$ cat src/rtl/shn_pkg.sv
package shn_pkg;
  function automatic int code_width(input bit ternary);
    return ternary ? 2 : 3;
  endfunction

  function automatic int max_shift(input bit ternary);
    return ternary ? 0 : 2;
  endfunction

  function automatic int ceil_log2(input int n);
    int r;
    r = 0;
    while ((1 << r) < n) r++;
    return r;
  endfunction
endpackage

$ cat src/rtl/shn_weight_mux.sv
module shn_weight_mux #(
  parameter int ACT_W   = 6,
  parameter bit TERNARY = 1'b0,
  parameter int CODE_W  = 3,
  parameter int MAG_W   = 8
) (
  input  logic [ACT_W-1:0]  act_i,
  input  logic [CODE_W-1:0] code_i,
  output logic [MAG_W-1:0]  mag_o,
  output logic              neg_o
);
  logic [MAG_W-1:0] act_ext;
  assign act_ext = MAG_W'(act_i);

  generate
    if (TERNARY) begin : g_tern
      // plain select; sign handled downstream by xor + carry
      assign mag_o = code_i[0] ? act_ext : '0;
      assign neg_o = code_i[1];
    end else begin : g_pot
      always_comb begin
        unique case (code_i[1:0])
          2'b00:   mag_o = '0;
          2'b01:   mag_o = act_ext;
          2'b10:   mag_o = act_ext << 1;
          default: mag_o = act_ext << 2;
        endcase
      end
      assign neg_o = code_i[2];
    end
  endgenerate
endmodule

$ cat src/rtl/shn_ctrl.sv
module shn_ctrl #(
  parameter int FOLD   = 2,
  parameter int N_IN   = 16,
  parameter int SLOT_W = 1,
  parameter int CNT_W  = 4
) (
  input  logic              clk_i,
  input  logic              rst_ni,
  input  logic              start_i,
  input  logic              valid_i,
  output logic              clear_o,
  output logic              step_o,
  output logic [SLOT_W-1:0] slot_o,
  output logic              ready_o,
  output logic              done_o
);
  localparam logic [SLOT_W-1:0] LAST_SLOT = SLOT_W'(FOLD - 1);
  localparam logic [CNT_W-1:0]  LAST_ELEM = CNT_W'(N_IN - 1);

  logic              busy_q;
  logic [SLOT_W-1:0] slot_q;
  logic [CNT_W-1:0]  cnt_q;
  logic              done_q;
  logic              last_slot, last_elem;

  assign clear_o   = start_i & ~busy_q;
  assign step_o    = busy_q & valid_i;
  assign last_slot = (slot_q == LAST_SLOT);
  assign last_elem = (cnt_q == LAST_ELEM);
  assign ready_o   = step_o & last_slot;
  assign slot_o    = slot_q;
  assign done_o    = done_q;

  always_ff @(posedge clk_i or negedge rst_ni) begin
    if (!rst_ni) begin
      busy_q <= 1'b0;
      slot_q <= '0;
      cnt_q  <= '0;
      done_q <= 1'b0;
    end else begin
      done_q <= ready_o & last_elem;
      if (clear_o) begin
        busy_q <= 1'b1;
        slot_q <= '0;
        cnt_q  <= '0;
      end else if (step_o) begin
        if (last_slot) begin
          slot_q <= '0;
          if (last_elem) busy_q <= 1'b0;
          else           cnt_q  <= cnt_q + 1'b1;
        end else begin
          slot_q <= slot_q + 1'b1;
        end
      end
    end
  end

  assert_idle_no_ready_R11: assert property (@(posedge clk_i) disable iff (!rst_ni)
    !busy_q |-> !ready_o);
  assert_done_single_R9: assert property (@(posedge clk_i) disable iff (!rst_ni)
    done_q |=> !done_q);
  assert_done_after_ready_R9: assert property (@(posedge clk_i) disable iff (!rst_ni)
    $rose(done_q) |-> $past(ready_o));
  assert_start_ignored_R10: assert property (@(posedge clk_i) disable iff (!rst_ni)
    (busy_q && start_i && !ready_o) |=> busy_q);
  assert_slot_range_R6: assert property (@(posedge clk_i) disable iff (!rst_ni)
    slot_q <= LAST_SLOT);
endmodule

$ cat src/rtl/shn_acc_bank.sv
module shn_acc_bank #(
  parameter int FOLD   = 2,
  parameter int ACC_W  = 13,
  parameter int MAG_W  = 8,
  parameter int SLOT_W = 1
) (
  input  logic                  clk_i,
  input  logic                  rst_ni,
  input  logic                  clear_i,
  input  logic                  en_i,
  input  logic [SLOT_W-1:0]     slot_i,
  input  logic [MAG_W-1:0]      mag_i,
  input  logic                  neg_i,
  output logic [FOLD*ACC_W-1:0] acc_o
);
  logic [ACC_W-1:0] acc_q [FOLD];
  logic [ACC_W-1:0] cur, addend, sum;
  logic [ACC_W:0]   wide;

  assign cur    = acc_q[slot_i];
  assign addend = ACC_W'(mag_i) ^ {ACC_W{neg_i}};
  // single shared adder, negation via carry-in
  assign sum    = cur + addend + ACC_W'(neg_i);
  assign wide   = {cur[ACC_W-1], cur} + {addend[ACC_W-1], addend} + (ACC_W+1)'(neg_i);

  for (genvar k = 0; k < FOLD; k++) begin : g_lane
    always_ff @(posedge clk_i or negedge rst_ni) begin
      if (!rst_ni)                                acc_q[k] <= '0;
      else if (clear_i)                           acc_q[k] <= '0;
      else if (en_i && slot_i == SLOT_W'(k))      acc_q[k] <= sum;
    end
    assign acc_o[k*ACC_W +: ACC_W] = acc_q[k];
  end

  assert_no_overflow_R4: assert property (@(posedge clk_i) disable iff (!rst_ni)
    en_i |-> (wide[ACC_W] == wide[ACC_W-1]));
  assert_clear_zero_R10: assert property (@(posedge clk_i) disable iff (!rst_ni)
    clear_i |=> (acc_o == '0));
endmodule

$ cat src/rtl/shn_requant.sv
module shn_requant #(
  parameter int ACC_W   = 13,
  parameter int OUT_W   = 6,
  parameter int OUT_SHR = 2
) (
  input  logic [ACC_W-1:0] acc_i,
  output logic [OUT_W-1:0] q_o
);
  localparam logic signed [ACC_W-1:0] HI = ACC_W'((1 << (OUT_W - 1)) - 1);
  localparam logic signed [ACC_W-1:0] LO = -ACC_W'(1 << (OUT_W - 1));

  logic signed [ACC_W-1:0] shr;
  assign shr = $signed(acc_i) >>> OUT_SHR;

  always_comb begin
    if (shr > HI)      q_o = HI[OUT_W-1:0];
    else if (shr < LO) q_o = LO[OUT_W-1:0];
    else               q_o = shr[OUT_W-1:0];
  end
endmodule

$ cat src/rtl/shift_neuron.sv
module shift_neuron
  import shn_pkg::*;
#(
  parameter int ACT_W   = 6,
  parameter int N_IN    = 16,
  parameter int FOLD    = 2,
  parameter bit TERNARY = 1'b0,
  parameter int OUT_W   = 6,
  parameter int OUT_SHR = 2,
  parameter int CODE_W  = code_width(TERNARY)
) (
  input  logic                   clk_i,
  input  logic                   rst_ni,
  input  logic                   start_i,
  input  logic                   valid_i,
  input  logic [ACT_W-1:0]       act_i,
  input  logic [FOLD*CODE_W-1:0] wcode_i,
  output logic                   ready_o,
  output logic                   done_o,
  output logic [FOLD*OUT_W-1:0]  res_o
);
  localparam int MAX_SH = max_shift(TERNARY);
  localparam int MAG_W  = ACT_W + MAX_SH;
  localparam int ACC_W  = ACT_W + 1 + MAX_SH + ceil_log2(N_IN);
  localparam int SLOT_W = (FOLD > 1) ? ceil_log2(FOLD) : 1;
  localparam int CNT_W  = (N_IN > 1) ? ceil_log2(N_IN) : 1;

  logic              clear, step;
  logic [SLOT_W-1:0] slot;
  logic [CODE_W-1:0] code_sel;
  logic [MAG_W-1:0]  mag;
  logic              neg;
  logic [FOLD*ACC_W-1:0] acc;

  shn_ctrl #(.FOLD(FOLD), .N_IN(N_IN), .SLOT_W(SLOT_W), .CNT_W(CNT_W)) u_ctrl (
    .clk_i, .rst_ni, .start_i, .valid_i,
    .clear_o(clear), .step_o(step), .slot_o(slot),
    .ready_o, .done_o
  );

  assign code_sel = wcode_i[slot*CODE_W +: CODE_W];

  shn_weight_mux #(.ACT_W(ACT_W), .TERNARY(TERNARY), .CODE_W(CODE_W), .MAG_W(MAG_W)) u_wmux (
    .act_i, .code_i(code_sel), .mag_o(mag), .neg_o(neg)
  );

  shn_acc_bank #(.FOLD(FOLD), .ACC_W(ACC_W), .MAG_W(MAG_W), .SLOT_W(SLOT_W)) u_acc (
    .clk_i, .rst_ni, .clear_i(clear), .en_i(step), .slot_i(slot),
    .mag_i(mag), .neg_i(neg), .acc_o(acc)
  );

  for (genvar k = 0; k < FOLD; k++) begin : g_rq
    shn_requant #(.ACC_W(ACC_W), .OUT_W(OUT_W), .OUT_SHR(OUT_SHR)) u_rq (
      .acc_i(acc[k*ACC_W +: ACC_W]), .q_o(res_o[k*OUT_W +: OUT_W])
    );
  end

  assert_res_hold_R9: assert property (@(posedge clk_i) disable iff (!rst_ni)
    (!step && !clear) |=> $stable(res_o));
endmodule

$ cat config.mk
export PLATFORM = sky130hd
export DESIGN_NAME = shift_neuron
export DESIGN_NICKNAME = d
export VERILOG_FILES = /design/src/rtl/shn_pkg.sv /design/src/rtl/shn_weight_mux.sv /design/src/rtl/shn_ctrl.sv /design/src/rtl/shn_acc_bank.sv /design/src/rtl/shn_requant.sv /design/src/rtl/shift_neuron.sv
export SDC_FILE = /design/constraint.sdc
export NUM_CORES = 1
export LEC_CHECK = 0
export BUFFER_PORTS_ARGS = -buffer_cell sky130_fd_sc_hd__buf_2
export CORE_MARGIN = 4
export CORE_UTILIZATION = 43
export CTS_BUF_LIST = sky130_fd_sc_hd__clkbuf_4 sky130_fd_sc_hd__clkbuf_8
export DETAILED_ROUTE_END_ITERATION = 16
export GPL_TIMING_DRIVEN = 1
export HOLD_SLACK_MARGIN = 0.05
export REMOVE_ABC_BUFFERS = 1
export SLEW_MARGIN = 20
export SYNTH_ARGS = -nofsm -noshare
export SYNTH_HDL_FRONTEND = slang
export SYNTH_HIERARCHICAL = 1
export SYNTH_SLANG_ARGS = --single-unit
$ cat constraint.sdc
create_clock -name clk_i -period 9 [get_ports clk_i]
set_input_delay 0.9 -clock clk_i [delete_from_list [all_inputs] [get_ports clk_i]]
set_output_delay 0.9 -clock clk_i [all_outputs]
set_load 0.05 [all_outputs]
# ---- After elaboration in Yosys (flattened, before gate mapping)
# Index checks and enable logic that the tools add are counted.
dict set report word_totals {
  register_bits 33
  latch_bits 0
  ram_bits 0
  rom_bits 0
  inputBits 16
  out_inout_bits 14
  word_cells 62
  n_memories 0
}
dict set report op_classes {
  addsub 4
  multipliers 1
  div_mod_pow 0
  order_cmp 5
  eq_ne 4
  shifts 1
  mux 23
  n_bitwise 8
  n_reduce_logical 10
}
# op n
set op_table {}
lappend op_table {{2-to-1 mux 13 bit} 7}
lappend op_table {{2-to-1 mux 6 bit} 4}
lappend op_table {{case mux 8 bit (3 select lines)} 1}
lappend op_table {{greater-than comparator 11 x 6 -> 1 bit, second input constant} 2}
lappend op_table {{less-than comparator 11 x 6 -> 1 bit, second input constant} 2}
lappend op_table {{2-to-1 mux 4 bit} 4}
lappend op_table {{adder 13 x 1 -> 13 bit} 1}
lappend op_table {{adder 13 bit} 1}
lappend op_table {{XOR 8 x 13 -> 13 bit} 1}
lappend op_table {{nonzero test 2 bit} 5}
lappend op_table {{2-to-1 mux 1 bit} 7}
lappend op_table {{AND reduction 3 bit} 2}
lappend op_table {{indexed part select 6 x 4 -> 3 bit} 1}
lappend op_table {{adder 4 x 1 -> 4 bit, second input constant} 1}
lappend op_table {{bitwise AND 1 bit} 4}
lappend op_table {{equality test 4 bit, second input constant} 1}
lappend op_table {{multiplier 1 x 2 -> 3 bit, second input constant} 1}
lappend op_table {{equality test 2 x 1 -> 1 bit, second input constant} 1}
lappend op_table {{equality test 2 bit, second input constant} 1}
lappend op_table {{greater-or-equal comparator 2 bit, second input constant} 1}
lappend op_table {{logical AND 1 bit} 2}
lappend op_table {{zero test 2 bit} 1}
lappend op_table {{inequality test 2 bit, second input constant} 1}
lappend op_table {{NOT 1 bit} 2}
lappend op_table {{2 further kinds} 2}

# ---- Depth between registers and ports, before layout
# Gate-level depths: netlist of run 1.
dict set report depth {
  depth_word 9
  ltp_mapped 13
  ltp_nobuf 12
}

# ---- By module
# Netlist of run 1, hierarchy kept.
# mod instances cells_each area_each_um2 seq_area_each_um2
set by_module_without_submodules {}
lappend by_module_without_submodules {shn_acc_bank 1 201 1895.6 650.6}
lappend by_module_without_submodules {shn_ctrl 1 32 335.3 175.2}
lappend by_module_without_submodules {shn_requant 2 12 81.3 0.0}
lappend by_module_without_submodules {shn_weight_mux 1 23 162.7 0.0}
lappend by_module_without_submodules {shift_neuron 1 3 33.8 0.0}

# ---- Least setup slack after synthesis of run 1
# No wires, ideal clock.
dict set report synth_timing {
  path_type {input -> register}
  startpoint {input port wcode_i[3]}
  endpoint {register u_acc.acc_q, in the netlist u_acc/acc_o[8]}
  setup_ns 0.122
  arrival_time_ns 3.329
  required_ns 8.878
  path_slack_ns 5.549
  cell_stages 11
  path_buffers 1
  path_cell_list {mux2_2 -> buf_6 -> mux2i_1 -> mux2i_1 -> xor2_1 -> ha_1 -> nor2b_4 -> o31a_1 -> o41a_1 -> or3_1 -> a32o_1}
}
dict set report synth_via {
  elab_chain_len 8
  word_cells_on_any_way 10
  classes_between {add/sub (2); eq/ne (2); shift (1); mux (3); bitwise (1); reduce/logical (1)}
}
# item line_no
set synth_rtl {}
lappend synth_rtl {{from (decl)} shift_neuron.sv:17} ;# input logic [FOLD*CODE_W-1:0] wcode_i,
lappend synth_rtl {{indexed part select 6 x 4 -> 3 bit *} shift_neuron.sv:41} ;# assign code_sel = wcode_i[slot*CODE_W +: CODE_W];
lappend synth_rtl {{equality test 2 bit, or another cell as far along} shn_weight_mux.sv:22} ;# unique case (code_i[1:0])
lappend synth_rtl {{case mux 8 bit (3 select lines) *} shn_weight_mux.sv:22}
lappend synth_rtl {{via mag[2]} shift_neuron.sv:31} ;# logic [MAG_W-1:0] mag;
lappend synth_rtl {{XOR 8 x 13 -> 13 bit *} shn_acc_bank.sv:21} ;# assign addend = ACC_W'(mag_i) ^ {ACC_W{neg_i}};
lappend synth_rtl {{adder 13 bit *} shn_acc_bank.sv:23} ;# assign sum = cur + addend + ACC_W'(neg_i);
lappend synth_rtl {{adder 13 x 1 -> 13 bit *} shn_acc_bank.sv:23}
lappend synth_rtl {{2-to-1 mux 13 bit *} shn_acc_bank.sv:30} ;# else if (en_i && slot_i == SLOT_W'(k)) acc_q[k] <= sum;
lappend synth_rtl {{2-to-1 mux 13 bit *} shn_acc_bank.sv:29} ;# else if (clear_i) acc_q[k] <= '0;
lappend synth_rtl {{to (signal, indexed assignment)} shn_acc_bank.sv:30}
lappend synth_rtl {{to (decl)} shn_acc_bank.sv:16} ;# logic [ACC_W-1:0] acc_q [FOLD];
# The timed path passes the listed nets; every way through them passes the cells marked *. The select of a mux whose other input is x is not followed.
# A chain may end at the register's enable or synchronous reset.

# ---- Worst setup path in the final report of run 1
dict set report layout_timing {
  startpoint {register u_ctrl.slot_q, in the netlist u_ctrl/slot_o}
  endpoint {register u_acc.acc_q, in the netlist u_acc/acc_o[8]}
}
dict set report layout_via {
  elab_chain_len 9
  word_cells_on_any_way 18
  classes_between {add/sub (2); mul (1); eq/ne (2); shift (1); mux (6); bitwise (3); reduce/logical (3)}
}
# item line_no
set layout_rtl {}
lappend layout_rtl {{from (decl)} shn_ctrl.sv:21} ;# logic [SLOT_W-1:0] slot_q;
lappend layout_rtl {{from (signal assigned)} shn_ctrl.sv:52} ;# slot_q <= slot_q + 1'b1;
lappend layout_rtl {{multiplier 1 x 2 -> 3 bit *} shift_neuron.sv:41}
lappend layout_rtl {{indexed part select 6 x 4 -> 3 bit *} shift_neuron.sv:41}
lappend layout_rtl {{via code_sel[0]} shift_neuron.sv:30} ;# logic [CODE_W-1:0] code_sel;
lappend layout_rtl {{equality test 2 bit, or another cell as far along} shn_weight_mux.sv:22}
lappend layout_rtl {{case mux 8 bit (3 select lines) *} shn_weight_mux.sv:22}
lappend layout_rtl {{via mag[2]} shift_neuron.sv:31}
lappend layout_rtl {{XOR 8 x 13 -> 13 bit *} shn_acc_bank.sv:21}
lappend layout_rtl {{adder 13 bit *} shn_acc_bank.sv:23}
lappend layout_rtl {{adder 13 x 1 -> 13 bit *} shn_acc_bank.sv:23}
lappend layout_rtl {{2-to-1 mux 13 bit *} shn_acc_bank.sv:30}
lappend layout_rtl {{2-to-1 mux 13 bit *} shn_acc_bank.sv:29}
# Marks and branches as above.

==> flow_summary.html, run 1 <==
<table>
<tr><th>Metric</th><th>Value</th></tr>
<tr><th colspan="2">Setup path</th></tr>
<tr><td>Critical path buffer and inverter count</td><td>1</td></tr>
<tr><td>Worst Path Required</td><td>9.17 ns</td></tr>
<tr><td>Crit path arrival time</td><td>3.62 ns</td></tr>
<tr><td>Slowest Stage Delay on Critical Path</td><td>0.49 ns</td></tr>
<tr><td>Type of the worst setup path</td><td>reg -&gt; reg</td></tr>
<tr><td>Cell breakdown of the critical path</td><td>buf_4, mux2_2, mux2i_1, mux2i_1, xor2_1, ha_1, nor2b_4, o31a_1, o41a_1, or3_1, a32o_1</td></tr>
<tr><td>Slowest CP cell</td><td>sky130_fd_sc_hd__mux2_2</td></tr>
<tr><td>Worst-path fanout max</td><td>28</td></tr>
<tr><td>Most numerous cell on the critical path</td><td>sky130_fd_sc_hd__mux2i_1</td></tr>
<tr><td>Startpoint Class</td><td>flop</td></tr>
<tr><td>Endpoint kind of the worst setup timing path</td><td>flop</td></tr>
<tr><td>Largest delay share family, worst path</td><td>compound AO/OA/AOI/OAI gates</td></tr>
<tr><th colspan="2">Final layout</th></tr>
<tr><td>Net count reported at finish</td><td>336</td></tr>
<tr><td>Highest-count cells in the layout ignoring fill and taps</td><td>33 x sky130_fd_sc_hd__dfrtp_1, 31 x sky130_fd_sc_hd__nand2_1, 29 x sky130_fd_sc_hd__buf_2, 18 x sky130_fd_sc_hd__nor2_1, 16 x sky130_fd_sc_hd__o21a_1</td></tr>
<tr><td>Fraction of final layout cells with drive strength greater than 1</td><td>22.7%</td></tr>
<tr><td>Layout overhead on the synthesized area</td><td>11.8%</td></tr>
<tr><td>Most common cell after layout, fill and taps aside</td><td>sky130_fd_sc_hd__dfrtp_1</td></tr>
<tr><td>Inserted Diodes</td><td>0</td></tr>
<tr><td>Filler Cells Inserted</td><td>570</td></tr>
<tr><th colspan="2">STA</th></tr>
<tr><td>Worst-case setup margin in the final layout</td><td>5.55 ns</td></tr>
<tr><td>Post-route clock period utilization</td><td>38.3%</td></tr>
<tr><td>Final max-slew violation count</td><td>0</td></tr>
<tr><td>Final-report hold violation count</td><td>0</td></tr>
<tr><td>Worst hold slack after final layout</td><td>0.520 ns</td></tr>
<tr><td>Setup violations, final</td><td>0</td></tr>
<tr><td>Setup repair after global routing missed its margin</td><td>no</td></tr>
<tr><td>Fin crit period</td><td>3.45 ns</td></tr>
<tr><td>FMAX</td><td>290 MHz</td></tr>
<tr><td>Rel. slew slack</td><td>31.7%</td></tr>
<tr><td>Transition time at the pin with the least slew margin</td><td>1.02 ns</td></tr>
<tr><td>Largest clock skew in the final design</td><td>0.00391 ns</td></tr>
<tr><td>Sum Neg Setup Slack</td><td>0 ns</td></tr>
<tr><th colspan="2">Yosys</th></tr>
<tr><td>Post-synthesis cell area</td><td>0.00259 mm^2</td></tr>
<tr><td>Average cell area after synthesis</td><td>9.15 um^2</td></tr>
<tr><td>Yosys Warn Count</td><td>6</td></tr>
<tr><td>Predominant post-synthesis flop cell</td><td>sky130_fd_sc_hd__dfrtp_1</td></tr>
<tr><td>EDFF count, synth</td><td>0</td></tr>
<tr><td>Number of library cell types mapped by synthesis</td><td>57</td></tr>
<tr><td>Portion of the post-synthesis area used by sequential elements</td><td>31.9%</td></tr>
<tr><td>Synthesized flop and latch total</td><td>33</td></tr>
<tr><td>Synthesized instance count</td><td>283</td></tr>
<tr><td>Fraction of synthesis flops using an asynchronous set or reset pin</td><td>100%</td></tr>
<tr><th colspan="2">Run</th></tr>
<tr><td># Max-Cap Violations</td><td>0</td></tr>
<tr><th colspan="2">Clocking</th></tr>
<tr><td>Maximum count of clock buffers along a single path</td><td>2</td></tr>
<tr><td>Maximum level of the CTS H-tree</td><td>2</td></tr>
<tr><td>Clock sink count</td><td>33</td></tr>
<tr><td>Insertion delay of the later-clocked pin in the worst-skew pair</td><td>0.29 ns</td></tr>
<tr><td>Clock root buffer master</td><td>sky130_fd_sc_hd__clkbuf_8</td></tr>
<tr><td>Buffers inserted by post-CTS timing repair</td><td>0</td></tr>
<tr><td>Clock tree from TritonCTS</td><td>built</td></tr>
<tr><td>Quantity of hold-fixing buffers added after cts</td><td>0</td></tr>
<tr><td>Cells resized by post-CTS repair</td><td>0</td></tr>
<tr><td>Clock-pin slew on the worst setup and hold paths</td><td>0.07 ns</td></tr>
<tr><td>CTS buffer count</td><td>5</td></tr>
<tr><th colspan="2">Die</th></tr>
<tr><td>Number of top-level pins</td><td>30</td></tr>
<tr><td>DIE AREA</td><td>0.00733 mm^2</td></tr>
<tr><td>Height of the chip</td><td>85.6 um</td></tr>
<tr><td>Core box area</td><td>0.00589 mm^2</td></tr>
<tr><td>Die outline width</td><td>85.6 um</td></tr>
<tr><td>Starting Density</td><td>44.0%</td></tr>
<tr><td>Number of placement rows</td><td>28</td></tr>
<tr><th colspan="2">Placement</th></tr>
<tr><td>Hpwl dp</td><td>4.70 mm</td></tr>
<tr><td>Weighted congestion reported at the end of routability-driven placement</td><td>0.887</td></tr>
<tr><td>Quantity of I/O buffers inserted on ports</td><td>29</td></tr>
<tr><td>Setup slack at placement</td><td>5.34 ns</td></tr>
<tr><th colspan="2">Drt</th></tr>
<tr><td>Wire per inst</td><td>15.8 um</td></tr>
<tr><td>Via density</td><td>5.76</td></tr>
<tr><td>Number of design-rule violations left by the first detailed-router iteration</td><td>131</td></tr>
<tr><td>Post-DRT Antenna Nets</td><td>0</td></tr>
<tr><td>Detailed Route WL</td><td>6.07 mm</td></tr>
<tr><td>TritonRoute pass-1 iters</td><td>4</td></tr>
<tr><td>Vias after detailed routing</td><td>2205</td></tr>
<tr><td>DRC</td><td>0</td></tr>
<tr><th colspan="2">Outcome</th></tr>
<tr><td>Result of the run</td><td>complete, no violations</td></tr>
<tr><th colspan="2">GRT</th></tr>
<tr><td>GR Util All Layers</td><td>17.7%</td></tr>
<tr><td>Overflow left after global routing</td><td>0</td></tr>
<tr><td>Via count of the first global-routing pass</td><td>2066</td></tr>
<tr><td>Initial antenna violation count</td><td>0</td></tr>
<tr><td>First-pass GRT wire length</td><td>10.3 mm</td></tr>
<tr><td>Pin count of the biggest net entering global routing</td><td>34</td></tr>
<tr><th colspan="2">Min path</th></tr>
<tr><td>Tightest Hold Check Type</td><td>reg -&gt; reg</td></tr>
</table>
## sequential cells by signal, summed over array words and instances, names as in the netlist
| signal | cells |
|---|---|
| u_ctrl/done_o | 1 |
| u_ctrl/busy_q | 1 |
| u_ctrl/slot_o | 1 |
| u_ctrl/cnt_q | 4 |
| u_acc/acc_o | 26 |
## synth_stat cells, types with 2 or more instances
cell / n / share of area [%]
sky130_fd_sc_hd__dfrtp_1: 33 / 32
sky130_fd_sc_hd__nand2_1: 31 / 4.5
sky130_fd_sc_hd__nor2_1: 18 / 2.6
sky130_fd_sc_hd__o21a_1: 16 / 4.6
sky130_fd_sc_hd__mux2_2: 15 / 6.5
sky130_fd_sc_hd__o21ai_0: 14 / 2.7
sky130_fd_sc_hd__ha_1: 12 / 5.8
sky130_fd_sc_hd__a21oi_1: 11 / 2.1
sky130_fd_sc_hd__mux2i_1: 11 / 4.3
sky130_fd_sc_hd__nand3_1: 10 / 1.9
sky130_fd_sc_hd__o31ai_1: 10 / 2.9
sky130_fd_sc_hd__xor2_1: 10 / 3.4
sky130_fd_sc_hd__clkbuf_1: 7 / 1.0
sky130_fd_sc_hd__inv_1: 7 / 1.0
sky130_fd_sc_hd__a32o_1: 6 / 2.3
sky130_fd_sc_hd__a211oi_1: 4 / 1.2
sky130_fd_sc_hd__a31oi_1: 4 / 0.97
sky130_fd_sc_hd__or3_1: 4 / 0.97
sky130_fd_sc_hd__and3_1: 3 / 0.72
sky130_fd_sc_hd__and4_1: 3 / 1.0
sky130_fd_sc_hd__nor3_2: 3 / 1.2
sky130_fd_sc_hd__a21oi_2: 2 / 0.68
sky130_fd_sc_hd__a222oi_1: 2 / 0.77
sky130_fd_sc_hd__a22o_1: 2 / 0.68
sky130_fd_sc_hd__a311oi_1: 2 / 0.68
sky130_fd_sc_hd__and3b_1: 2 / 0.68
sky130_fd_sc_hd__buf_1: 2 / 0.29
sky130_fd_sc_hd__buf_2: 2 / 0.39
sky130_fd_sc_hd__nand2b_1: 2 / 0.48
sky130_fd_sc_hd__nand2b_2: 2 / 0.68
sky130_fd_sc_hd__nand3_2: 2 / 0.77
sky130_fd_sc_hd__nand3b_1: 2 / 0.58
sky130_fd_sc_hd__nor2b_1: 2 / 0.48
sky130_fd_sc_hd__o21ai_2: 2 / 0.68
sky130_fd_sc_hd__or4_1: 2 / 0.58
sky130_fd_sc_hd__xnor2_1: 2 / 0.68
## worst paths after layout
check                          startpoint        endpoint  slack (ns)  cells after the start
setup / recovery            u_ctrl/slot_o  u_acc/acc_o[8]        5.55                     11
max in group asynchronous          rst_ni  u_acc/acc_o[4]        7.85                      1
min in group asynchronous          rst_ni  u_acc/acc_o[9]        0.68                      1
setup reg to reg            u_ctrl/slot_o  u_acc/acc_o[8]        5.55                     11
hold reg to reg            u_acc/acc_o[3]  u_acc/acc_o[3]        0.52                      2
hold / removal             u_acc/acc_o[3]  u_acc/acc_o[3]        0.52                      2
## metrics by stage
stage / util [%] / std cells / cell area (um^2)
2_1_floorplan: - / 269 / 2520
3_3_place_gp: 47.2 / 375 / 2780
3_5_place_dp: 47.2 / 375 / 2780
4_1_cts: 49.2 / 383 / 2900
5_1_grt: 49.2 / 383 / 2900
6_report: 49.2 / 383 / 2900
## kinds of logic after synthesis
family	after synthesis	synth area share [%]
AND/OR/NAND/NOR	94	19.9
flip-flops	33	31.9
adder cells (fa/ha/maj)	13	6.57
XOR/XNOR	12	4.06
buffers and inverters	22	3.82
multiplexers	26	10.8
AO/OA/AOI/OAI	83	23.0
## cell type report
type	instances	area [um^2]	area share, %
flip-flops and latches	33	826	28.5
clock inverters	1	30.0	1.04
repair buffers	31	160	5.53
multi-input cells	228	1670	57.5
well taps	75	93.8	3.24
inverters	8	31.3	1.08
clock buffers	7	90.1	3.11
## metal layers
metal / wire [um] / part of all wire (%) / track usage (%) / vias to the layer above
li1: - / - / - / 1102
met1: 3130 / 52 / 26.9 / 1038
met2: 2570 / 42 / 25.7 / 59
met3: 279 / 4.6 / 2.31 / 6
met4: 88 / 1.5 / 5.90 / 0
met5: 0 / 0 / 0 / -
## worst register-to-register path: stages (launching register included)
cell and delay (ns):
sky130_fd_sc_hd__dfrtp_1 0.32, sky130_fd_sc_hd__buf_4 0.32, sky130_fd_sc_hd__mux2_2 0.50, sky130_fd_sc_hd__mux2i_1 0.15, sky130_fd_sc_hd__mux2i_1 0.17, sky130_fd_sc_hd__xor2_1 0.16, sky130_fd_sc_hd__ha_1 0.30, sky130_fd_sc_hd__nor2b_4 0.16
sky130_fd_sc_hd__o31a_1 0.30, sky130_fd_sc_hd__o41a_1 0.34, sky130_fd_sc_hd__or3_1 0.35, sky130_fd_sc_hd__a32o_1 0.27
Power of run 1 is left out: the tool's default activity adds up to more than one toggle a clock period on the data nets, which glitch-free logic cannot reach.
==> inputs of run 2 (changes only) <==
==> constraint.sdc (replaced) <==
create_clock -name clk_i -period 3.3 [get_ports clk_i]
set_input_delay 0.33 -clock clk_i [delete_from_list [all_inputs] [get_ports clk_i]]
set_output_delay 0.33 -clock clk_i [all_outputs]
set_load 0.05 [all_outputs]
==> run 2 against run 1 <==
Critical endpoint unchanged; global-route usage up 1.1 points; critical path depth down 1; sequential cell count unchanged; setup slack worse by 5.4 ns; hold slack worse by 0.40 ns.
==> flow_summary.html, run 2 (synthesized netlist as in run 1, its figures left out) <==
<table>
<tr><th>Metric</th><th>Value</th></tr>
<tr><th colspan="2">Final layout</th></tr>
<tr><td>Inserted Diodes</td><td>0 (unchanged)</td></tr>
<tr><td>Layout overhead on the synthesized area</td><td>13.1%</td></tr>
<tr><td>Layout Cell Area excl Fill</td><td>0.00293 mm^2 (+1.2%)</td></tr>
<tr><td>Filler-free cell count of the finished design</td><td>387 (+1.0%)</td></tr>
<tr><td>Fraction of final layout cells with drive strength greater than 1</td><td>23.7% (+0.99 points)</td></tr>
<tr><td>Flip-flop count of the largest register, all copies and words added</td><td>26 (unchanged)</td></tr>
<tr><td>Most common cell after layout, fill and taps aside</td><td>sky130_fd_sc_hd__dfrtp_1</td></tr>
<tr><td>Highest-count cells in the layout ignoring fill and taps</td><td>33 x sky130_fd_sc_hd__dfrtp_1, 31 x sky130_fd_sc_hd__nand2_1, 29 x sky130_fd_sc_hd__buf_2, 18 x sky130_fd_sc_hd__nor2_1, 16 x sky130_fd_sc_hd__o21a_1</td></tr>
<tr><td>Net count reported at finish</td><td>340 (+1.2%)</td></tr>
<tr><td>Filler Cells Inserted</td><td>569 (-0.18%)</td></tr>
<tr><th colspan="2">STA</th></tr>
<tr><td>Post-route clock period utilization</td><td>94.6% (+56 points)</td></tr>
<tr><td>Final-report hold violation count</td><td>0 (unchanged)</td></tr>
<tr><td>Largest clock skew in the final design</td><td>0.00637 ns (+0.00246 ns)</td></tr>
<tr><td>FMAX</td><td>320 MHz (+11%)</td></tr>
<tr><td>Transition time at the pin with the least slew margin</td><td>0.778 ns (-0.246 ns)</td></tr>
<tr><td>Final max-slew violation count</td><td>0 (unchanged)</td></tr>
<tr><td>Setup violations, final</td><td>0 (unchanged)</td></tr>
<tr><td>Worst-case setup margin in the final layout</td><td>0.179 ns (-5.37 ns)</td></tr>
<tr><td>Rel. slew slack</td><td>48.1% (+16 points)</td></tr>
<tr><td>Sum Neg Setup Slack</td><td>0 ns (unchanged)</td></tr>
<tr><td>Setup repair after global routing missed its margin</td><td>no</td></tr>
<tr><td>Fin crit period</td><td>3.12 ns (-0.328 ns)</td></tr>
<tr><th colspan="2">Setup path</th></tr>
<tr><td>Worst-path fanout max</td><td>13 (-54%)</td></tr>
<tr><td>Endpoint kind of the worst setup timing path</td><td>flop</td></tr>
<tr><td>Worst Path Required</td><td>3.47 ns (-5.70 ns)</td></tr>
<tr><td>Crit path arrival time</td><td>3.30 ns (-0.32 ns)</td></tr>
<tr><td>Type of the worst setup path</td><td>reg -&gt; reg</td></tr>
<tr><td>Startpoint Class</td><td>flop</td></tr>
<tr><th colspan="2">Power and ir drop</th></tr>
<tr><td>Power density over the cells</td><td>1210 mW/mm^2</td></tr>
<tr><td>Power Total</td><td>3.54 mW</td></tr>
<tr><td>Worst ir drop on vdd</td><td>0.637 mV</td></tr>
<tr><td>Leakage power of the design</td><td>1.32 nW</td></tr>
<tr><th colspan="2">GRT</th></tr>
<tr><td>Pin count of the biggest net entering global routing</td><td>34 (unchanged)</td></tr>
<tr><td>First-pass GRT wire length</td><td>10.9 mm (+5.8%)</td></tr>
<tr><td>Via count of the first global-routing pass</td><td>2116 (+2.4%)</td></tr>
<tr><td>GR Util All Layers</td><td>18.8% (+1.1 points)</td></tr>
<tr><td>Initial antenna violation count</td><td>0 (unchanged)</td></tr>
<tr><td>Overflow left after global routing</td><td>0 (unchanged)</td></tr>
<tr><th colspan="2">Clocking</th></tr>
<tr><td>Maximum count of clock buffers along a single path</td><td>2 (unchanged)</td></tr>
<tr><td>Clock root buffer master</td><td>sky130_fd_sc_hd__clkbuf_8</td></tr>
<tr><td>Insertion delay of the later-clocked pin in the worst-skew pair</td><td>0.29 ns (about the same)</td></tr>
<tr><td>Clock sink count</td><td>33 (unchanged)</td></tr>
<tr><td>Maximum level of the CTS H-tree</td><td>2 (unchanged)</td></tr>
<tr><td>Clock tree from TritonCTS</td><td>built</td></tr>
<tr><td>Buffers inserted by post-CTS timing repair</td><td>0 (unchanged)</td></tr>
<tr><td>Clock-pin slew on the worst setup and hold paths</td><td>0.07 ns (about the same)</td></tr>
<tr><td>CTS buffer count</td><td>5 (unchanged)</td></tr>
<tr><th colspan="2">Placement</th></tr>
<tr><td>Weighted congestion reported at the end of routability-driven placement</td><td>0.919 (+3.6%)</td></tr>
<tr><td>Cell area after placement</td><td>0.00281 mm^2 (+1.1%)</td></tr>
<tr><td>Setup slack at placement</td><td>0.148 ns (-5.19 ns)</td></tr>
<tr><td>Quantity of I/O buffers inserted on ports</td><td>29 (unchanged)</td></tr>
<tr><td>Hpwl dp</td><td>4.99 mm (+6.2%)</td></tr>
<tr><td>Post-Place Cells</td><td>379 (+1.1%)</td></tr>
<tr><th colspan="2">Die</th></tr>
<tr><td>Die outline width</td><td>85.6 um (unchanged)</td></tr>
<tr><td>Height of the chip</td><td>85.6 um (unchanged)</td></tr>
<tr><td>DIE AREA</td><td>0.00733 mm^2 (unchanged)</td></tr>
<tr><td>Starting Density</td><td>44.0% (unchanged)</td></tr>
<tr><td>Core box area</td><td>0.00589 mm^2 (unchanged)</td></tr>
<tr><td>Number of placement rows</td><td>28 (unchanged)</td></tr>
<tr><td>Number of top-level pins</td><td>30 (unchanged)</td></tr>
<tr><th colspan="2">Drt</th></tr>
<tr><td>Vias after detailed routing</td><td>2225 (+0.91%)</td></tr>
<tr><td>Wire per inst</td><td>16.7 um (+5.2%)</td></tr>
<tr><td>Post-DRT Antenna Nets</td><td>0 (unchanged)</td></tr>
<tr><td>DRC</td><td>0 (unchanged)</td></tr>
<tr><td>Via density</td><td>5.75 (-0.14%)</td></tr>
<tr><td>TritonRoute pass-1 iters</td><td>5 (+1)</td></tr>
<tr><td>Number of design-rule violations left by the first detailed-router iteration</td><td>193 (+47%)</td></tr>
<tr><td>Detailed Route WL</td><td>6.45 mm (+6.3%)</td></tr>
<tr><th colspan="2">Min path</th></tr>
<tr><td>Tightest Hold Check Type</td><td>in -&gt; async</td></tr>
<tr><th colspan="2">Outcome</th></tr>
<tr><td>Result of the run</td><td>complete, no violations</td></tr>
<tr><th colspan="2">Run</th></tr>
<tr><td># Max-Cap Violations</td><td>0 (unchanged)</td></tr>
</table>
-- run 2: per-layer routing --
metal  part of all wire, %  wire, um  GRT usage [%]
met3                   6.0       385           3.27
met4                   1.5        97           4.89
met1                    50      3190           27.5
met5                     0         0              0
met2                    43      2770           28.5
-- run 2: worst max-delay path, cell delays in order (launching register included) --
cell and delay, ns:
sky130_fd_sc_hd__dfrtp_1 0.43, sky130_fd_sc_hd__mux2_4 0.39, sky130_fd_sc_hd__mux2i_1 0.14, sky130_fd_sc_hd__mux2i_1 0.18, sky130_fd_sc_hd__xor2_1 0.16, sky130_fd_sc_hd__ha_1 0.30
sky130_fd_sc_hd__nor2b_4 0.16, sky130_fd_sc_hd__o31a_1 0.30, sky130_fd_sc_hd__o41a_1 0.34, sky130_fd_sc_hd__or3_1 0.34, sky130_fd_sc_hd__a32o_1 0.27
-- run 2: final timing paths --
check | startpoint | to | slack [ns] | depth (start not counted)
worst max register to register | u_ctrl/slot_o | u_acc/acc_o[8] | 0.18 | 10
worst min register to register | u_ctrl/cnt_q[0] | u_ctrl/cnt_q[0] | 0.51 | 1
worst max-delay path | u_ctrl/slot_o | u_acc/acc_o[8] | 0.18 | 10
max in group asynchronous | rst_ni | u_acc/acc_o[17] | 2.69 | 1
worst min-delay path | rst_ni | u_acc/acc_o[23] | 0.12 | 1
min in group clk_i | valid_i | u_ctrl/done_o | 0.33 | 3
-- run 2: through the flow --
step | hold slack (ns) | util (%)
2_1_floorplan | 0.0344 | -
3_3_place_gp | 0.456 | 47.7
3_5_place_dp | 0.463 | 47.7
4_1_cts | 0.151 | 49.7
5_1_grt | 0.194 | 49.8
6_report | 0.117 | 49.8
-- run 2: area by class of cell --
| class | count | area, um^2 | area share (%) |
|---|---|---|---|
| clock buffers | 6 | 82.6 | 2.82 |
| clock inverters | 2 | 37.5 | 1.28 |
| inverters | 8 | 31.3 | 1.07 |
| multi-input cells | 228 | 1670 | 57.0 |
| flip-flops and latches | 33 | 826 | 28.2 |
| well taps | 75 | 93.8 | 3.20 |
| repair buffers | 35 | 190 | 6.49 |
-- run 2: timing repair --
item                       4_1_cts  5_1_grt
hold buffers                     0        0
gates resized for setup          0        1
setup endpoints to repair        0        2
-- run 2: power by group --
group	total [mW]	internal [mW]	leakage, nW	switching, mW
Sequential	0.760	0.583	0.411	0.176
Combinational	2.37	0.907	0.853	1.47
Clock	0.403	0.246	0.0574	0.158
Total	3.54	1.74	1.32	1.80
No activity file was read; power rests on OpenSTA's default activity.
==> inputs of run 3 (changes only) <==
--- a/config.mk
+++ b/config.mk
@@ -5,6 +5,7 @@
 export SDC_FILE = /design/constraint.sdc
 export NUM_CORES = 1
 export LEC_CHECK = 0
+export ABC_AREA = 1
 export BUFFER_PORTS_ARGS = -buffer_cell sky130_fd_sc_hd__buf_2
 export CORE_MARGIN = 4
 export CORE_UTILIZATION = 43
==> run 3 against run 2 <==
Global-route usage increased by 1.1 points; count of clock-buffer cells in the layout shrank 1; sequential cell count unchanged; sequential share of layout area down 0.12 points; synthesized cell count grew 47%; critical path type unchanged; critical endpoint is now u_acc/acc_o[23].
==> flow_summary.html, run 3 <==
<table>
<tr><th>Metric</th><th>Value</th></tr>
<tr><th colspan="2">Die</th></tr>
<tr><td>Starting Density</td><td>44.8% (+0.75 points)</td></tr>
<tr><td>Die outline width</td><td>87.0 um (+1.6%)</td></tr>
<tr><td>Number of placement rows</td><td>28 (unchanged)</td></tr>
<tr><td>Number of top-level pins</td><td>30 (unchanged)</td></tr>
<tr><td>DIE AREA</td><td>0.00756 mm^2 (+3.2%)</td></tr>
<tr><td>Core box area</td><td>0.00599 mm^2 (+1.8%)</td></tr>
<tr><td>Height of the chip</td><td>87.0 um (+1.6%)</td></tr>
<tr><th colspan="2">Clocking</th></tr>
<tr><td>Maximum level of the CTS H-tree</td><td>2 (unchanged)</td></tr>
<tr><td>Clock root buffer master</td><td>sky130_fd_sc_hd__clkbuf_8</td></tr>
<tr><td>Clock-pin slew on the worst setup and hold paths</td><td>0.07 ns (about the same)</td></tr>
<tr><td>Quantity of hold-fixing buffers added after cts</td><td>0 (unchanged)</td></tr>
<tr><td>Cells resized by post-CTS repair</td><td>0 (unchanged)</td></tr>
<tr><td>Insertion delay of the later-clocked pin in the worst-skew pair</td><td>0.28 ns (about the same)</td></tr>
<tr><td>Maximum count of clock buffers along a single path</td><td>2 (unchanged)</td></tr>
<tr><td>Buffers inserted by post-CTS timing repair</td><td>0 (unchanged)</td></tr>
<tr><td>CTS buffer count</td><td>5 (unchanged)</td></tr>
<tr><td>Clock sink count</td><td>33 (unchanged)</td></tr>
<tr><td>Clock tree from TritonCTS</td><td>built</td></tr>
<tr><th colspan="2">STA</th></tr>
<tr><td>Setup violations, final</td><td>0 (unchanged)</td></tr>
<tr><td>Final max-slew violation count</td><td>0 (unchanged)</td></tr>
<tr><td>FMAX</td><td>366 MHz (+14%)</td></tr>
<tr><td>Post-route clock period utilization</td><td>82.7% (-12 points)</td></tr>
<tr><td>Largest clock skew in the final design</td><td>0.00689 ns (+0.000524 ns)</td></tr>
<tr><td>Transition time at the pin with the least slew margin</td><td>0.768 ns (-0.00991 ns)</td></tr>
<tr><td>Fin crit period</td><td>2.73 ns (-0.392 ns)</td></tr>
<tr><td>Final-report hold violation count</td><td>0 (unchanged)</td></tr>
<tr><td>Setup repair after global routing missed its margin</td><td>no</td></tr>
<tr><td>Sum Neg Setup Slack</td><td>0 ns (unchanged)</td></tr>
<tr><td>Rel. slew slack</td><td>48.8% (+0.66 points)</td></tr>
<tr><th colspan="2">Yosys</th></tr>
<tr><td>Fraction of synthesis flops using an asynchronous set or reset pin</td><td>100% (unchanged)</td></tr>
<tr><td>Most frequent cells after synthesis</td><td>181 x sky130_fd_sc_hd__nand2_1, 37 x sky130_fd_sc_hd__inv_1, 33 x sky130_fd_sc_hd__dfrtp_1, 33 x sky130_fd_sc_hd__nand3_1</td></tr>
<tr><td>EDFF count, synth</td><td>0 (unchanged)</td></tr>
<tr><td>Cell accounting for the most synthesized area</td><td>sky130_fd_sc_hd__dfrtp_1</td></tr>
<tr><td>Synthesized flop and latch total</td><td>33 (unchanged)</td></tr>
<tr><td>Average cell area after synthesis</td><td>6.45 um^2 (-30%)</td></tr>
<tr><td>Count leader, synth</td><td>sky130_fd_sc_hd__nand2_1</td></tr>
<tr><td>Biggest area contributors in the synthesized netlist</td><td>sky130_fd_sc_hd__dfrtp_1 31%, sky130_fd_sc_hd__nand2_1 25%, sky130_fd_sc_hd__nand3_1 6.2%</td></tr>
<tr><td>Portion of the post-synthesis area used by sequential elements</td><td>30.8% (-1.1 points)</td></tr>
<tr><td>Post-synth top area share</td><td>30.8% (-1.1 points)</td></tr>
<tr><td>Number of library cell types mapped by synthesis</td><td>31 (-46%)</td></tr>
<tr><td>Synthesized instance count</td><td>416 (+47%)</td></tr>
<tr><td>Yosys Warn Count</td><td>6 (unchanged)</td></tr>
<tr><td>Post-synthesis cell area</td><td>0.00268 mm^2 (+3.5%)</td></tr>
<tr><td>Predominant post-synthesis flop cell</td><td>sky130_fd_sc_hd__dfrtp_1</td></tr>
<tr><th colspan="2">Final layout</th></tr>
<tr><td>Inserted Diodes</td><td>0 (unchanged)</td></tr>
<tr><td>Filler Cells Inserted</td><td>627 (+10%)</td></tr>
<tr><td>Net count reported at finish</td><td>471 (+39%)</td></tr>
<tr><td>Flip-flop count of the largest register, all copies and words added</td><td>26 (unchanged)</td></tr>
<tr><td>Highest-count cells in the layout ignoring fill and taps</td><td>181 x sky130_fd_sc_hd__nand2_1, 37 x sky130_fd_sc_hd__inv_1, 33 x sky130_fd_sc_hd__nand3_1, 33 x sky130_fd_sc_hd__dfrtp_1, 29 x sky130_fd_sc_hd__buf_2</td></tr>
<tr><td>Fraction of final layout cells with drive strength greater than 1</td><td>14.2% (-9.5 points)</td></tr>
<tr><td>Most common cell after layout, fill and taps aside</td><td>sky130_fd_sc_hd__nand2_1</td></tr>
<tr><td>Layout overhead on the synthesized area</td><td>9.75%</td></tr>
<tr><th colspan="2">Setup path</th></tr>
<tr><td>Startpoint Class</td><td>flop</td></tr>
<tr><td>Worst Path Required</td><td>3.47 ns (about the same)</td></tr>
<tr><td>Type of the worst setup path</td><td>reg -&gt; reg</td></tr>
<tr><td>Endpoint kind of the worst setup timing path</td><td>flop</td></tr>
<tr><td>Capture point of the worst path</td><td>u_acc/acc_o[23]</td></tr>
<tr><td>Depth of the worst register-to-register path</td><td>15 (+5)</td></tr>
<tr><td>R2R setup slack</td><td>0.57 ns (+0.39 ns)</td></tr>
<tr><td>Crit path arrival time</td><td>2.90 ns (-0.40 ns)</td></tr>
<tr><td>Worst-path fanout max</td><td>14 (+1)</td></tr>
<tr><td>Critical register-to-register path endpoint</td><td>u_acc/acc_o[23]</td></tr>
<tr><td>Worst r2r src</td><td>u_ctrl/slot_o</td></tr>
<tr><td>Crit path launch</td><td>u_ctrl/slot_o</td></tr>
<tr><th colspan="2">GRT</th></tr>
<tr><td>Initial antenna violation count</td><td>0 (unchanged)</td></tr>
<tr><td>GR Util All Layers</td><td>19.8% (+1.1 points)</td></tr>
<tr><td>Pin count of the biggest net entering global routing</td><td>34 (unchanged)</td></tr>
<tr><td>Overflow left after global routing</td><td>0 (unchanged)</td></tr>
<tr><td>First-pass GRT wire length</td><td>11.9 mm (+9.0%)</td></tr>
<tr><td>Via count of the first global-routing pass</td><td>2511 (+19%)</td></tr>
<tr><th colspan="2">Drt</th></tr>
<tr><td>Vias after detailed routing</td><td>2647 (+19%)</td></tr>
<tr><td>TritonRoute pass-1 iters</td><td>4 (-1)</td></tr>
<tr><td>Wire per inst</td><td>13.2 um (-21%)</td></tr>
<tr><td>Post-DRT Antenna Nets</td><td>0 (unchanged)</td></tr>
<tr><td>Via density</td><td>5.11 (-11%)</td></tr>
<tr><td>DRC</td><td>0 (unchanged)</td></tr>
<tr><td>Number of design-rule violations left by the first detailed-router iteration</td><td>121 (-37%)</td></tr>
<tr><td>Detailed Route WL</td><td>6.84 mm (+6.0%)</td></tr>
<tr><th colspan="2">Placement</th></tr>
<tr><td>Quantity of I/O buffers inserted on ports</td><td>29 (unchanged)</td></tr>
<tr><td>Hpwl dp</td><td>5.26 mm (+5.3%)</td></tr>
<tr><td>Weighted congestion reported at the end of routability-driven placement</td><td>0.882 (-4.0%)</td></tr>
<tr><th colspan="2">Run</th></tr>
<tr><td># Max-Cap Violations</td><td>0 (unchanged)</td></tr>
<tr><th colspan="2">Min path</th></tr>
<tr><td>Tightest Hold Check Type</td><td>in -&gt; async</td></tr>
<tr><th colspan="2">Outcome</th></tr>
<tr><td>Result of the run</td><td>complete, no violations</td></tr>
</table>
run 3: cell types whose count changed after synthesis, moves of 6 or more:
cell,before,now
sky130_fd_sc_hd__inv_2,0,6
sky130_fd_sc_hd__a32o_1,6,0
sky130_fd_sc_hd__nand4_1,0,19
sky130_fd_sc_hd__nand2_1,31,181
sky130_fd_sc_hd__o21a_1,16,0
sky130_fd_sc_hd__inv_1,7,37
sky130_fd_sc_hd__o31ai_1,10,0
sky130_fd_sc_hd__nand3_1,10,33
sky130_fd_sc_hd__mux2_2,15,0
sky130_fd_sc_hd__mux2i_1,11,0
run 3: cells by family after synthesis:
family | Yosys count | synth area share, %
xor+xnor | 7 | 2.29
flops | 33 | 30.8
simple gates | 270 | 43.3
buf+inv | 54 | 8.68
compound gates | 39 | 8.59
fa+ha+maj | 13 | 6.35
run 3: cell type report:
class                      instances  area, um^2  share of cell area, %
multi-input combinational        329        1620                   55.1
sequential                        33         826                   28.1
inverter                          43         161                   5.48
timing repair buffer              30         153                   5.19
tap                               75        93.8                   3.19
clock buffer                       5        68.8                   2.34
clock inverter                     3        17.5                  0.595
run 3: worst min path at each step:
stage | startpoint | end | slack, ns | cells after the start
final | rst_ni | u_acc/acc_o[9] | 0.12 | 1
after global placement | rst_ni | u_acc/acc_o[11] | 0.43 | 1
after CTS | rst_ni | u_acc/acc_o[9] | 0.13 | 1
after detailed placement | rst_ni | u_acc/acc_o[24] | 0.44 | 1
after floorplan | rst_ni | u_acc/acc_o[0] | 0.03 | 0
after global routing | rst_ni | u_acc/acc_o[9] | 0.16 | 1
run 3: through the flow:
stage,setup WS (ns),instance area (um^2),utilization [%],hold slack (ns),cells
after CTS,0.581,2940,49.1,0.131,518
final,0.571,2940,49.1,0.117,518
after detailed placement,0.600,2860,47.7,0.438,510
after floorplan,0.694,2610,-,0.0344,405
after global placement,0.629,2860,47.7,0.433,510
after global routing,0.251,2940,49.1,0.158,518
run 3: layer usage:
layer | wire (um) | GRT usage (%) | vias to the layer above
met5 | 0 | 0 | -
met4 | 29 | 2.97 | 0
met3 | 284 | 3.69 | 2
met2 | 3430 | 35.7 | 42
met1 | 3090 | 25.0 | 1210
li1 | - | - | 1393
run 3: worst max-delay path, cell delays in order (launching register included):
cell and delay [ns]:
sky130_fd_sc_hd__dfrtp_1 0.42, sky130_fd_sc_hd__inv_2 0.08, sky130_fd_sc_hd__nand2_1 0.04, sky130_fd_sc_hd__nand2_1 0.30, sky130_fd_sc_hd__inv_1 0.16, sky130_fd_sc_hd__nand3_1 0.10, sky130_fd_sc_hd__nand3_1 0.11, sky130_fd_sc_hd__xor2_1 0.15
sky130_fd_sc_hd__ha_1 0.38, sky130_fd_sc_hd__nand2_1 0.13, sky130_fd_sc_hd__o21ai_0 0.33, sky130_fd_sc_hd__nand2_1 0.12, sky130_fd_sc_hd__nand3_1 0.09, sky130_fd_sc_hd__nand2_1 0.06, sky130_fd_sc_hd__nand4_1 0.09, sky130_fd_sc_hd__nand2_1 0.06
Power of run 3 is left out for the same reason.
